[src/rtl/db_pkg.sv]
package db_pkg;
  parameter int CPU_N = 4;
  parameter int DB_N = 32;
  parameter int ADDR_W = 12;
  parameter int NUM_W = 8;
  parameter int IPI_LO = 0;
  parameter int IPI_HI = 7;
  parameter int MSI_LO = 16;
  parameter int MSI_HI = 31;
  parameter logic [ADDR_W-1:0] TRIG_OFS = 12'h004;
  parameter logic [ADDR_W-1:0] PEND_OFS = 12'h008;
  parameter logic [ADDR_W-1:0] ENAB_OFS = 12'h00C;

  localparam int CPU_W = $clog2(CPU_N);
  localparam int IDX_W = $clog2(DB_N);
  localparam int MAP_LSB = NUM_W;
  localparam int TRIG_W = NUM_W + CPU_N;
  localparam logic [DB_N-1:0] IPI_MASK =
    ({DB_N{1'b1}} >> (DB_N - 1 - IPI_HI)) & ({DB_N{1'b1}} << IPI_LO);
  localparam logic [DB_N-1:0] MSI_MASK =
    ({DB_N{1'b1}} >> (DB_N - 1 - MSI_HI)) & ({DB_N{1'b1}} << MSI_LO);

  typedef struct packed {
    logic [CPU_N-1:0] trigHit;
    logic [DB_N-1:0]  trigVec;
    logic [CPU_N-1:0] pendWr;
    logic [CPU_N-1:0] enabWr;
    logic             rdPend;
    logic             rdEnab;
  } strobe_t;
endpackage

[src/rtl/db_ctrl.sv]
module db_ctrl
  import db_pkg::*;
(
  input  logic              clk,
  input  logic              rstN,
  input  logic              busWr,
  input  logic              busGlobal,
  input  logic [CPU_W-1:0]  busCpu,
  input  logic [ADDR_W-1:0] busAddr,
  input  logic [TRIG_W-1:0] trigData,
  output strobe_t           strb
);
  logic              isTrig;
  logic              numOk;
  logic [NUM_W-1:0]  dbNum;
  logic [CPU_N-1:0]  cpuSel;

  assign dbNum = trigData[NUM_W-1:0];
  assign isTrig = busWr && busGlobal && (busAddr == TRIG_OFS);
  assign numOk = ((int'(dbNum) >= IPI_LO) && (int'(dbNum) <= IPI_HI)) ||
                 ((int'(dbNum) >= MSI_LO) && (int'(dbNum) <= MSI_HI));
  assign cpuSel = CPU_N'(1) << busCpu;

  always_comb begin
    strb = '0;
    if (isTrig && numOk) begin
      strb.trigVec = DB_N'(1) << dbNum[IDX_W-1:0];
      strb.trigHit = trigData[MAP_LSB +: CPU_N];
    end
    if (busWr && !busGlobal && (busAddr == PEND_OFS)) strb.pendWr = cpuSel;
    if (busWr && !busGlobal && (busAddr == ENAB_OFS)) strb.enabWr = cpuSel;
    strb.rdPend = !busGlobal && (busAddr == PEND_OFS);
    strb.rdEnab = !busGlobal && (busAddr == ENAB_OFS);
  end

  // A trigger selects at most one doorbell, and never one from the unused gap.
  assert_one_doorbell_R2: assert property (@(posedge clk) disable iff (!rstN)
    $onehot0(strb.trigVec));
  assert_gap_ignored_R3: assert property (@(posedge clk) disable iff (!rstN)
    (strb.trigVec & ~(IPI_MASK | MSI_MASK)) == '0);
  assert_single_cpu_R5: assert property (@(posedge clk) disable iff (!rstN)
    $onehot0(strb.pendWr) && $onehot0(strb.enabWr));
endmodule

[src/rtl/db_datapath.sv]
module db_datapath
  import db_pkg::*;
(
  input  logic             clk,
  input  logic             rstN,
  input  strobe_t          strb,
  input  logic [CPU_W-1:0] busCpu,
  input  logic [DB_N-1:0]  busWdata,
  output logic [DB_N-1:0]  busRdata,
  output logic [CPU_N-1:0] ipiReq,
  output logic [CPU_N-1:0] msiReq
);
  logic [CPU_N-1:0][DB_N-1:0] pendQ;
  logic [CPU_N-1:0][DB_N-1:0] enabQ;
  logic [CPU_N-1:0][DB_N-1:0] setVec;

  for (genvar c = 0; c < CPU_N; c++) begin : g_cpu
    logic [DB_N-1:0] keepMask;
    assign setVec[c] = strb.trigHit[c] ? strb.trigVec : '0;
    assign keepMask = strb.pendWr[c] ? busWdata : '1;

    always_ff @(posedge clk) begin
      if (!rstN) begin
        pendQ[c] <= '0;
        enabQ[c] <= '0;
      end else begin
        // set takes priority over a clear of the same bit
        pendQ[c] <= (pendQ[c] & keepMask) | setVec[c];
        if (strb.enabWr[c]) enabQ[c] <= busWdata;
      end
    end

    assign ipiReq[c] = |(pendQ[c] & enabQ[c] & IPI_MASK);
    assign msiReq[c] = |(pendQ[c] & enabQ[c] & MSI_MASK);

    assert_pend_set_R2: assert property (@(posedge clk) disable iff (!rstN)
      strb.trigHit[c] |=> ((pendQ[c] & $past(strb.trigVec)) == $past(strb.trigVec)));
    assert_pend_rise_only_by_trig_R3: assert property (@(posedge clk) disable iff (!rstN)
      1'b1 |=> ((pendQ[c] & ~$past(pendQ[c]) & ~$past(setVec[c])) == '0));
    assert_clear_keeps_ones_R5: assert property (@(posedge clk) disable iff (!rstN)
      strb.pendWr[c] |=> ((pendQ[c] & ~$past(busWdata) & ~$past(setVec[c])) == '0));
    assert_enab_hold_R6: assert property (@(posedge clk) disable iff (!rstN)
      !strb.enabWr[c] |=> $stable(enabQ[c]));
  end

  always_comb begin
    busRdata = '0;
    if (strb.rdPend) busRdata = pendQ[busCpu];
    else if (strb.rdEnab) busRdata = enabQ[busCpu];
  end
endmodule

[src/rtl/db_unit.sv]
module db_unit
  import db_pkg::*;
(
  input  logic              clk,
  input  logic              rstN,
  input  logic              busWr,
  input  logic              busGlobal,
  input  logic [CPU_W-1:0]  busCpu,
  input  logic [ADDR_W-1:0] busAddr,
  input  logic [DB_N-1:0]   busWdata,
  output logic [DB_N-1:0]   busRdata,
  output logic [CPU_N-1:0]  ipiReq,
  output logic [CPU_N-1:0]  msiReq
);
  strobe_t strb;

  db_ctrl ctrl_i (
    .clk(clk), .rstN(rstN), .busWr(busWr), .busGlobal(busGlobal),
    .busCpu(busCpu), .busAddr(busAddr), .trigData(busWdata[TRIG_W-1:0]),
    .strb(strb)
  );

  db_datapath dp_i (
    .clk(clk), .rstN(rstN), .strb(strb), .busCpu(busCpu),
    .busWdata(busWdata), .busRdata(busRdata),
    .ipiReq(ipiReq), .msiReq(msiReq)
  );

  assert_reset_quiet_R1: assert property (@(posedge clk)
    !rstN |=> (ipiReq == '0) && (msiReq == '0));
endmodule

[config.mk]
export PLATFORM = sky130hd
export DESIGN_NAME = db_unit
export DESIGN_NICKNAME = d
export VERILOG_FILES = /design/src/rtl/db_pkg.sv /design/src/rtl/db_ctrl.sv /design/src/rtl/db_datapath.sv /design/src/rtl/db_unit.sv
export SDC_FILE = /design/constraint.sdc
export NUM_CORES = 1
export LEC_CHECK = 0
export BUFFER_PORTS_ARGS = -buffer_cell sky130_fd_sc_hd__buf_2
export CELL_PAD_IN_SITES_DETAIL_PLACEMENT = 0
export CELL_PAD_IN_SITES_GLOBAL_PLACEMENT = 1
export CORE_MARGIN = 5
export CORE_UTILIZATION = 48
export CTS_CLUSTER_DIAMETER = 120
export DETAILED_ROUTE_END_ITERATION = 6
export GPL_TIMING_DRIVEN = 0
export PLACE_DENSITY_LB_ADDON = 0.1
export SLEW_MARGIN = 20
export SYNTH_ARGS = -nofsm -noshare
export SYNTH_HDL_FRONTEND = slang
export SYNTH_SLANG_ARGS = --single-unit
[constraint.sdc]
create_clock -name clk -period 1.86 [get_ports clk]
set_input_delay 0 -clock clk [delete_from_list [all_inputs] [get_ports clk]]
set_output_delay 0 -clock clk [all_outputs]
set_load 0.02 [all_outputs]
==> run metrics, run 1 <==
Final min period 1900 ps; status complete, but fails checks; Leak Pwr 5.86 nW; Final Hold Viols 0; share of layout cells above drive strength 1 20.6%; Max-slew headroom 34.1%; hpwl dp 32800 µm; commonest non-fill, non-tap cell in the layout dfxtp_1; vias 10600; antenna-violating nets left 0; residual DRC count 0; CTS root buffer clkbuf_16; CTS tree done; IR Drop Worst-Case VDD 0.000667 V; Clock Power Share 48.3%; Cell Area, Synth 11800 µm²; Die W 167 µm; Tot GR Track Use 32.2%; Seq cells post-synth 256; Layout fillers 2157; first-pass GRT wire length 68400 µm; buffers added on ports 80; register clock-pin slew on the reported worst setup and hold paths 60 ps; fin area 14100 µm²; total net switching power 2.90 mW; P&R area growth vs syn 19.3%; Gate power share 6.0%; worst min-delay path category in -> reg; num rows 57; Max Slew Vio Count 0; Die H 167 µm; DRT iter0 DRCs 1104; failing checks negative setup slack; pre-CTS WS -668 ps; total CTS buffers 29; largest net degree at the start of global routing 15; CP arrival 2360 ps; initial antenna violation count 0; Crit. End Element flop; register area 5130 µm²; Syn Nets 1160; Netlist cell types 44; RSZ-0062 raised after global routing yes; Setup Viol. Count Final 9; Final WS setup -37.6 ps; crit-path max cell delay 520 ps; die area 27900 µm²; global placer's final weighted congestion 0.950; Crit Path Max Fanout 7; remaining global-route overflow 0; post-synthesis sequential area ratio 43.4%; DR WL/cell 28.6 µm; clock sinks 256; CP required 2330 ps; Worst Tran Pin Value 988 ps; max_cap viols 0; cell area after placement 12600 µm²; skew final 0 ps; drt first pass iters 5; Worst-Skew Late Latency 550 ps; ant diodes 0; Synth Flop Type dfxtp_1; Avg Cell Area, Syn 10.6 µm²; CP Launch Type input port; core area 24200 µm²; total wire length 45800 µm; slowest CP cell dlygate4sd3_1; sequential share of power 45.7%; Initial Util 48.7%; final worst-path cycle share 102%; Synth warnings 0; net switching fraction of the power 24.2%; Post-Syn Instances 1110; commonest non-fill, non-tap cells in the layout 254 x dfxtp_1, 170 x nand2_1, 128 x mux2i_1, 102 x buf_2, 93 x o211ai_1; fmax 527 MHz; # H-tree levels 1; Clock Tree Buf Depth 3; layout net count 1307; vias per cell 6.62; post-synthesis async set-or-reset flop share 0%; vias in the first global route 10400; Post-synth EDFFs 0; P per Cell Area 851 nW/µm²; WS Path Type in -> reg; Multi-input gate area 6350 µm²; Int Pwr 9.10 mW; critical path, cell by cell dlygate4sd3_1 > buf_2 > or3b_2 > nor4_4 > nand3_1 > o21ai_0; io pins 90
==> final timing paths <==
kind                   from              to  slack, ps  cells past startpoint
max             busWdata[2]   dp_i.pendQ[4]        -40                      6
min               busGlobal  dp_i.pendQ[69]         30                      5
max reg2reg  dp_i.enabQ[90]  dp_i.enabQ[90]       1060                      2
min reg2reg  dp_i.pendQ[73]  dp_i.pendQ[73]        440                      1
==> logic make-up after synthesis <==
group / share of synthesized area (%)
compound gates: 18.7
simple gates: 11.3
buf+inv: 3.64
mux: 23.0
flops: 43.4
==> layer usage <==
metal | part of all wire, % | track usage, % | wire length (µm) | vias to the layer above
li1 | - | - | - | 4570
met1 | 39 | 42.5 | 18000 | 5247
met2 | 46 | 51.2 | 21000 | 621
met3 | 8.7 | 5.14 | 3970 | 166
met4 | 6.2 | 16.5 | 2840 | 0
met5 | 0 | 0 | 0 | -
==> cell type report <==
| cell class | instances | area share (%) |
|---|---|---|
| multi-input combinational | 755 | 45.0 |
| timing repair buffer | 116 | 5.38 |
| clock buffer | 41 | 5.97 |
| sequential | 256 | 36.4 |
| inverter | 3 | 0.0799 |
| clock inverter | 11 | 0.817 |
| tap | 324 | 2.88 |
| buffer | 96 | 3.47 |
==> flip-flops by register name, summed over array words and instances, names as in the netlist <==
name        cells
dp_i.pendQ    128
dp_i.enabQ    128
==> critical path, delay by kind of cell <==
family                 cells  cell delay [ps]
AOI/OAI and AO/OA          1              320
buffers and inverters      2              690
and+or+nand+nor            3             1340
==> power by group through the flow <==
| stage | sequential, mW | combinational (mW) | clock [mW] |
|---|---|---|---|
| after floorplan | 5.60 | 0.327 | 0 |
| after global placement | 5.60 | 0.625 | 0 |
| after detailed placement | 5.60 | 0.629 | 0 |
| after CTS | 5.48 | 0.691 | 5.80 |
| after global routing | 5.48 | 0.747 | 6.08 |
| final | 5.48 | 0.716 | 5.79 |
==> cells in the mapped netlist (2+ instances only) <==
master	instances	area, µm²
dfxtp_1	256	5120
nand2_1	170	638
mux2i_1	128	1280
o211ai_1	93	698
o21ai_0	67	335
mux4_2	64	1440
clkbuf_1	59	221
a22o_1	48	420
o211a_1	32	320
o21ai_1	28	140
buf_2	23	115
nand4_1	23	144
a221oi_1	16	140
a22oi_1	16	120
nand3_1	13	65.1
buf_1	10	37.5
nor2_1	7	26.3
nor2b_1	5	31.3
buf_6	4	45.0
nand2b_1	4	25.0
nand3_2	4	40.0
a21boi_1	3	22.5
and3_1	3	18.8
inv_1	3	11.3
nand4_4	3	63.8
nor4bb_1	3	30.0
and4b_1	2	20.0
nand3b_1	2	15.0
nor3_1	2	10.0
nor3_4	2	32.5
nor4_1	2	12.5
nor4_4	2	42.5
or3b_2	2	17.5
==> stage by stage <==
| stage | total power, mW | cells | hold WS [ps] | setup TNS, ps | utilization (%) |
|---|---|---|---|---|---|
| finish | 12.0 | 1602 | 31.8 | -163 | 58.1 |
| detailed placement | 6.23 | 1515 | 309 | -66310 | 52.1 |
| CTS | 12.0 | 1602 | 10.7 | 0 | 57.9 |
| floorplan | 5.93 | 1110 | 156 | 0 | - |
| global route | 12.3 | 1602 | 34.3 | -871 | 58.1 |
| global placement | 6.23 | 1514 | 306 | -63910 | 52.0 |
==> timing repair <==
action | 4_1_cts | 5_1_grt
buffers inserted | 3 | 0
setup endpoints to repair | 35 | 64
hold buffers | 32 | 0
gates resized for setup | 32 | 20
endpoints found under the hold margin | 201 | 0
pin swaps | 3 | 1
No activity file was read; power rests on OpenSTA's default activity.
==> inputs of run 2 (changes only) <==
--- a/config.mk
+++ b/config.mk
@@ -14,6 +14,7 @@
 export DETAILED_ROUTE_END_ITERATION = 6
 export GPL_TIMING_DRIVEN = 0
 export PLACE_DENSITY_LB_ADDON = 0.1
+export SETUP_SLACK_MARGIN = 0.2
 export SLEW_MARGIN = 20
 export SYNTH_ARGS = -nofsm -noshare
 export SYNTH_HDL_FRONTEND = slang
==> run 2 against run 1 <==
The flow now finishes without violations; hold slack improved by 9.1 ps; clock power about the same; register-to-register slack got worse by 30 ps; fmax increased by 3.8%; largest power group unchanged.
==> run metrics, run 2 (same netlist as run 1, synthesis figures left out) <==
Min Hold Slack 41.0 ps; vias per cell 6.54; IR Drop Worst-Case VDD 0.000665 V; Clock Tree Buf Depth 3; final worst-path cycle share 98.3%; register clock-pin slew on the reported worst setup and hold paths 60 ps; largest net degree at the start of global routing 15; Worst Tran Pin Value 998 ps; Gate power share 6.0%; antenna-violating nets left 0; P&R area growth vs syn 26.7%; Crit Path Max Fanout 3; worst min-delay path category in -> reg; Leak Pwr 6.28 nW; sequential share of power 45.6%; Total Power 12.0 mW; vias in the first global route 10800; Final Hold Viols 0; buffers added on ports 80; worst hold start busWdata[3]; total CTS buffers 29; first-pass GRT wire length 70600 µm; layout net count 1364; CP Launch Type flop; P per Cell Area 800 nW/µm²; RSZ-0062 raised after global routing yes; DR WL/cell 28.5 µm; vias 10800; Die H 167 µm; ant diodes 0; io pins 90; net switching fraction of the power 24.3%; crit path from dp_i.pendQ[123]; Layout fillers 2061; CP arrival 1830 ps; Crit. End Element output pin; drt first pass iters 5; Initial Util 48.7%; remaining global-route overflow 0; Setup Viol. Count Final 0; Largest regs dp_i.enabQ (128), dp_i.pendQ (128); commonest non-fill, non-tap cell in the layout nand2_1; # H-tree levels 1; Final min period 1830 ps; CTS root buffer clkbuf_16; total net switching power 2.91 mW; core area 24200 µm²; num rows 57; total wire length 47300 µm; initial antenna violation count 0; die area 27900 µm²; max_cap viols 0; skew final 0 ps; TNS Setup 0 ps; commonest non-fill, non-tap cells in the layout 170 x nand2_1, 139 x dfxtp_1, 128 x mux2i_1, 103 x dfxtp_2, 93 x o211ai_1; CP required 1860 ps; global placer's final weighted congestion 0.950; fmax 547 MHz; residual DRC count 0; share of layout cells above drive strength 1 33.3%; CTS tree done; Clock Power Share 48.4%; FF-to-FF Start dp_i.pendQ[97]; Int Pwr 9.08 mW; status complete, no violations; post-layout util 61.8%; Tot GR Track Use 33.2%; WS Path Type reg -> out; Max Slew Vio Count 0; clock sinks 256; hpwl dp 32800 µm; Worst-Skew Late Latency 550 ps; Max-slew headroom 33.4%; DRT iter0 DRCs 1102; Die W 167 µm
-- run 2: cell count changes in the layout (fill, tap and decap cells not counted), sizes merged --
cell           change
clkdlybuf4s18      -1
clkbuf             +3
clkdlybuf4s15      -2
buf               +57
-- run 2: final cells by class --
| cell class | count | area [µm²] | share of cell area, % |
|---|---|---|---|
| sequential | 256 | 5310 | 35.4 |
| multi-input combinational | 755 | 6400 | 42.7 |
| timing repair buffer | 173 | 1400 | 9.33 |
| clock inverter | 11 | 115 | 0.769 |
| clock buffer | 41 | 841 | 5.61 |
| tap | 324 | 405 | 2.71 |
| buffer | 96 | 503 | 3.36 |
| inverter | 3 | 11.3 | 0.0752 |
-- run 2: power by group through the flow --
stage                     Combinational [mW]  Sequential, mW  Clock, mW
final                                  0.719            5.46       5.81
after global routing                   0.749            5.46       6.08
after CTS                              0.694            5.46       5.80
after detailed placement               0.629            5.60          0
after global placement                 0.625            5.60          0
after floorplan                        0.327            5.60          0
-- run 2: metrics by stage --
stage	std cells	setup slack (ps)	cell area, µm²
3_5_place_dp	1515	-668	12600
3_3_place_gp	1514	-695	12600
6_report	1659	32.3	15000
2_1_floorplan	1110	304	11800
5_1_grt	1659	28.6	15000
4_1_cts	1659	80.0	14900
-- run 2: repair_timing --
action | 4_1_cts | 5_1_grt
resized for setup | 244 | 26
endpoints found under the setup margin | 56 | 126
buffers inserted | 60 | 0
pin swaps | 38 | 8
hold endpoints to repair | 201 | 0
hold buffers | 32 | 0
-- run 2: final timing paths --
check                                       to  slack [ps]  cells past startpoint
worst max register to register  dp_i.pendQ[97]        1030                      3
worst min register to register  dp_i.pendQ[73]         440                      1
worst min-delay path            dp_i.pendQ[25]          40                      5
worst max-delay path                 msiReq[3]          30                      4
-- run 2: critical path: stages, from the launching register on --
cell and delay (ps):
dfxtp_1 340, a22o_1 270, a221oi_2 300, nand4_1 200, buf_6 180
-- run 2: routing by layer --
layer	track usage, %	up-vias	share of wire [%]	wire length, µm
li1	-	4680	-	-
met1	43.2	5301	39	18300
met2	53.0	680	46	21600
met3	6.12	181	9.3	4390
met4	16.6	0	6.2	2940
met5	0	-	0	0
==> inputs of run 3 (changes only) <==
--- a/config.mk
+++ b/config.mk
@@ -9,7 +9,7 @@
 export CELL_PAD_IN_SITES_DETAIL_PLACEMENT = 0
 export CELL_PAD_IN_SITES_GLOBAL_PLACEMENT = 1
 export CORE_MARGIN = 5
-export CORE_UTILIZATION = 48
+export CORE_UTILIZATION = 45
 export CTS_CLUSTER_DIAMETER = 120
 export DETAILED_ROUTE_END_ITERATION = 6
 export GPL_TIMING_DRIVEN = 0
==> run 3 against run 2 <==
Non-clock buffer count down 24; sequential share of layout area grew 0.14 points; routed wire length decreased by 0.77%; sequential cell count did not move; global-route usage shrank 1.7 points; first-iteration DRC count decreased by 1.0%; clock power rose by 3%; sequential power barely moved; critical endpoint is now msiReq[1]; largest power group unchanged; highest routed layer unchanged.
==> run metrics, run 3 (same netlist as run 1, synthesis figures left out) <==
total wire length 46900 µm; crit path from dp_i.pendQ[62]; Worst Tran Pin Value 952 ps; num rows 59; drt first pass iters 5; antenna-violating nets left 0; Clock Tree Buf Depth 3; core area 26000 µm²; Setup Viol. Count Final 0; Initial Util 45.5%; commonest non-fill, non-tap cells in the layout 170 x nand2_1, 156 x dfxtp_1, 128 x mux2i_1, 93 x o211ai_1, 87 x dfxtp_2; Max Slew Vio Count 0; largest net degree at the start of global routing 15; DRT iter0 DRCs 1091; CP required 1860 ps; Final WS setup 27.4 ps; residual DRC count 0; FF-to-FF Start dp_i.pendQ[39]; Max-slew headroom 36.6%; global placer's final weighted congestion 0.969; post-layout util 57.2%; fin area 14900 µm²; clock sinks 256; P&R area growth vs syn 25.7%; max_cap viols 0; Total Power 12.2 mW; skew final 0 ps; register clock-pin slew on the reported worst setup and hold paths 60 ps; status complete, no violations; CP arrival 1830 ps; first-pass GRT wire length 69500 µm; CTS tree done; Final Hold Viols 0; hpwl dp 33700 µm; Crit Path Max Fanout 3; # H-tree levels 1; remaining global-route overflow 0; CTS root buffer clkbuf_16; CP Launch Type flop; WS Path Type reg -> out; Leak Pwr 6.18 nW; final cell count without fillers 1647; Min Hold Slack 15.8 ps; initial antenna violation count 1; die area 29600 µm²; final worst-path cycle share 98.5%; fmax 546 MHz; vias in the first global route 10700; Final min period 1830 ps; commonest non-fill, non-tap cell in the layout nand2_1; layout net count 1340; cell area after placement 12600 µm²; RSZ-0062 raised after global routing yes; Crit. End Element output pin; Die H 172 µm; buffers added on ports 80; vias 10700; vias per cell 6.47; placed cells 1525; worst min-delay path category in -> reg; cell count of the worst reg-to-reg path 3; crit path to msiReq[1]; r2r setup slk 1050 ps; io pins 90; total CTS buffers 29; DR WL/cell 28.5 µm; Reg-to-Reg End dp_i.pendQ[39]; TNS Setup 0 ps; Worst-Skew Late Latency 560 ps; share of layout cells above drive strength 1 31.0%; IR Drop Worst-Case VDD 0.000976 V; Die W 172 µm; P per Cell Area 819 nW/µm²; Largest regs dp_i.enabQ (128), dp_i.pendQ (128); pre-CTS WS -607 ps; Tot GR Track Use 31.5%
run 3: changes by cell type in the layout (fill, tap and decap cells not counted), moves of 2 or more:
| cell | delta |
|---|---|
| clkbuf_2 | +4 |
| dfxtp_1 | +17 |
| buf_4 | -26 |
| buf_12 | +3 |
| dfxtp_2 | -16 |
| clkbuf_1 | -9 |
| buf_6 | -2 |
| clkbuf_8 | +4 |
run 3: area by class of cell:
cell class                      count  area, µm²
Timing Repair Buffer              149       1250
Inverter                            3       11.3
Buffer                             96        503
Fill cell                        2276      11100
Sequential cell                   256       5280
Clock buffer                       42        895
Tap cell                          335        419
Antenna cell                        1       2.50
Clock inverter                     10        106
Multi-Input combinational cell    755       6380
run 3: how the worst min path moves through the flow:
stage                             from              end  depth (start not counted)  slack (ps)
final                      busWdata[9]   dp_i.pendQ[37]                          3          20
after global routing       busWdata[9]   dp_i.pendQ[37]                          3          20
after CTS                  busWdata[9]   dp_i.pendQ[37]                          3         0.8
after detailed placement  busWdata[14]   dp_i.pendQ[14]                          2         320
after global placement    busWdata[14]   dp_i.pendQ[14]                          2         310
after floorplan           busWdata[11]  dp_i.pendQ[107]                          1         160
run 3: repair_timing:
item                                    in CTS  in global routing
hold buffers                                33                  0
resized for setup                          223                 34
pin swaps                                   38                 11
buffers inserted                            31                  5
hold endpoints to repair                   201                  0
endpoints found under the setup margin      56                132
run 3: critical path, cell delays in order, from the launching register on:
cell	delay, ps
dfxtp_1	350
a22o_4	280
a221oi_4	300
nand4_1	170
buf_4	190
run 3: routing by layer:
metal | share of wire (%) | global-route usage, % | wire, µm
met5 | 0 | 0 | 0
met4 | 6.3 | 16.1 | 2950
met3 | 8.4 | 5.99 | 3930
met2 | 46 | 50.8 | 21400
met1 | 40 | 40.4 | 18600
run 3: report_power, final:
group          internal [mW]  switching [mW]  leakage (nW)
clock network           3.59            2.40         0.501
registers               5.46       0.0000420          2.12
logic                  0.204           0.511          3.56
total                   9.25            2.91          6.18
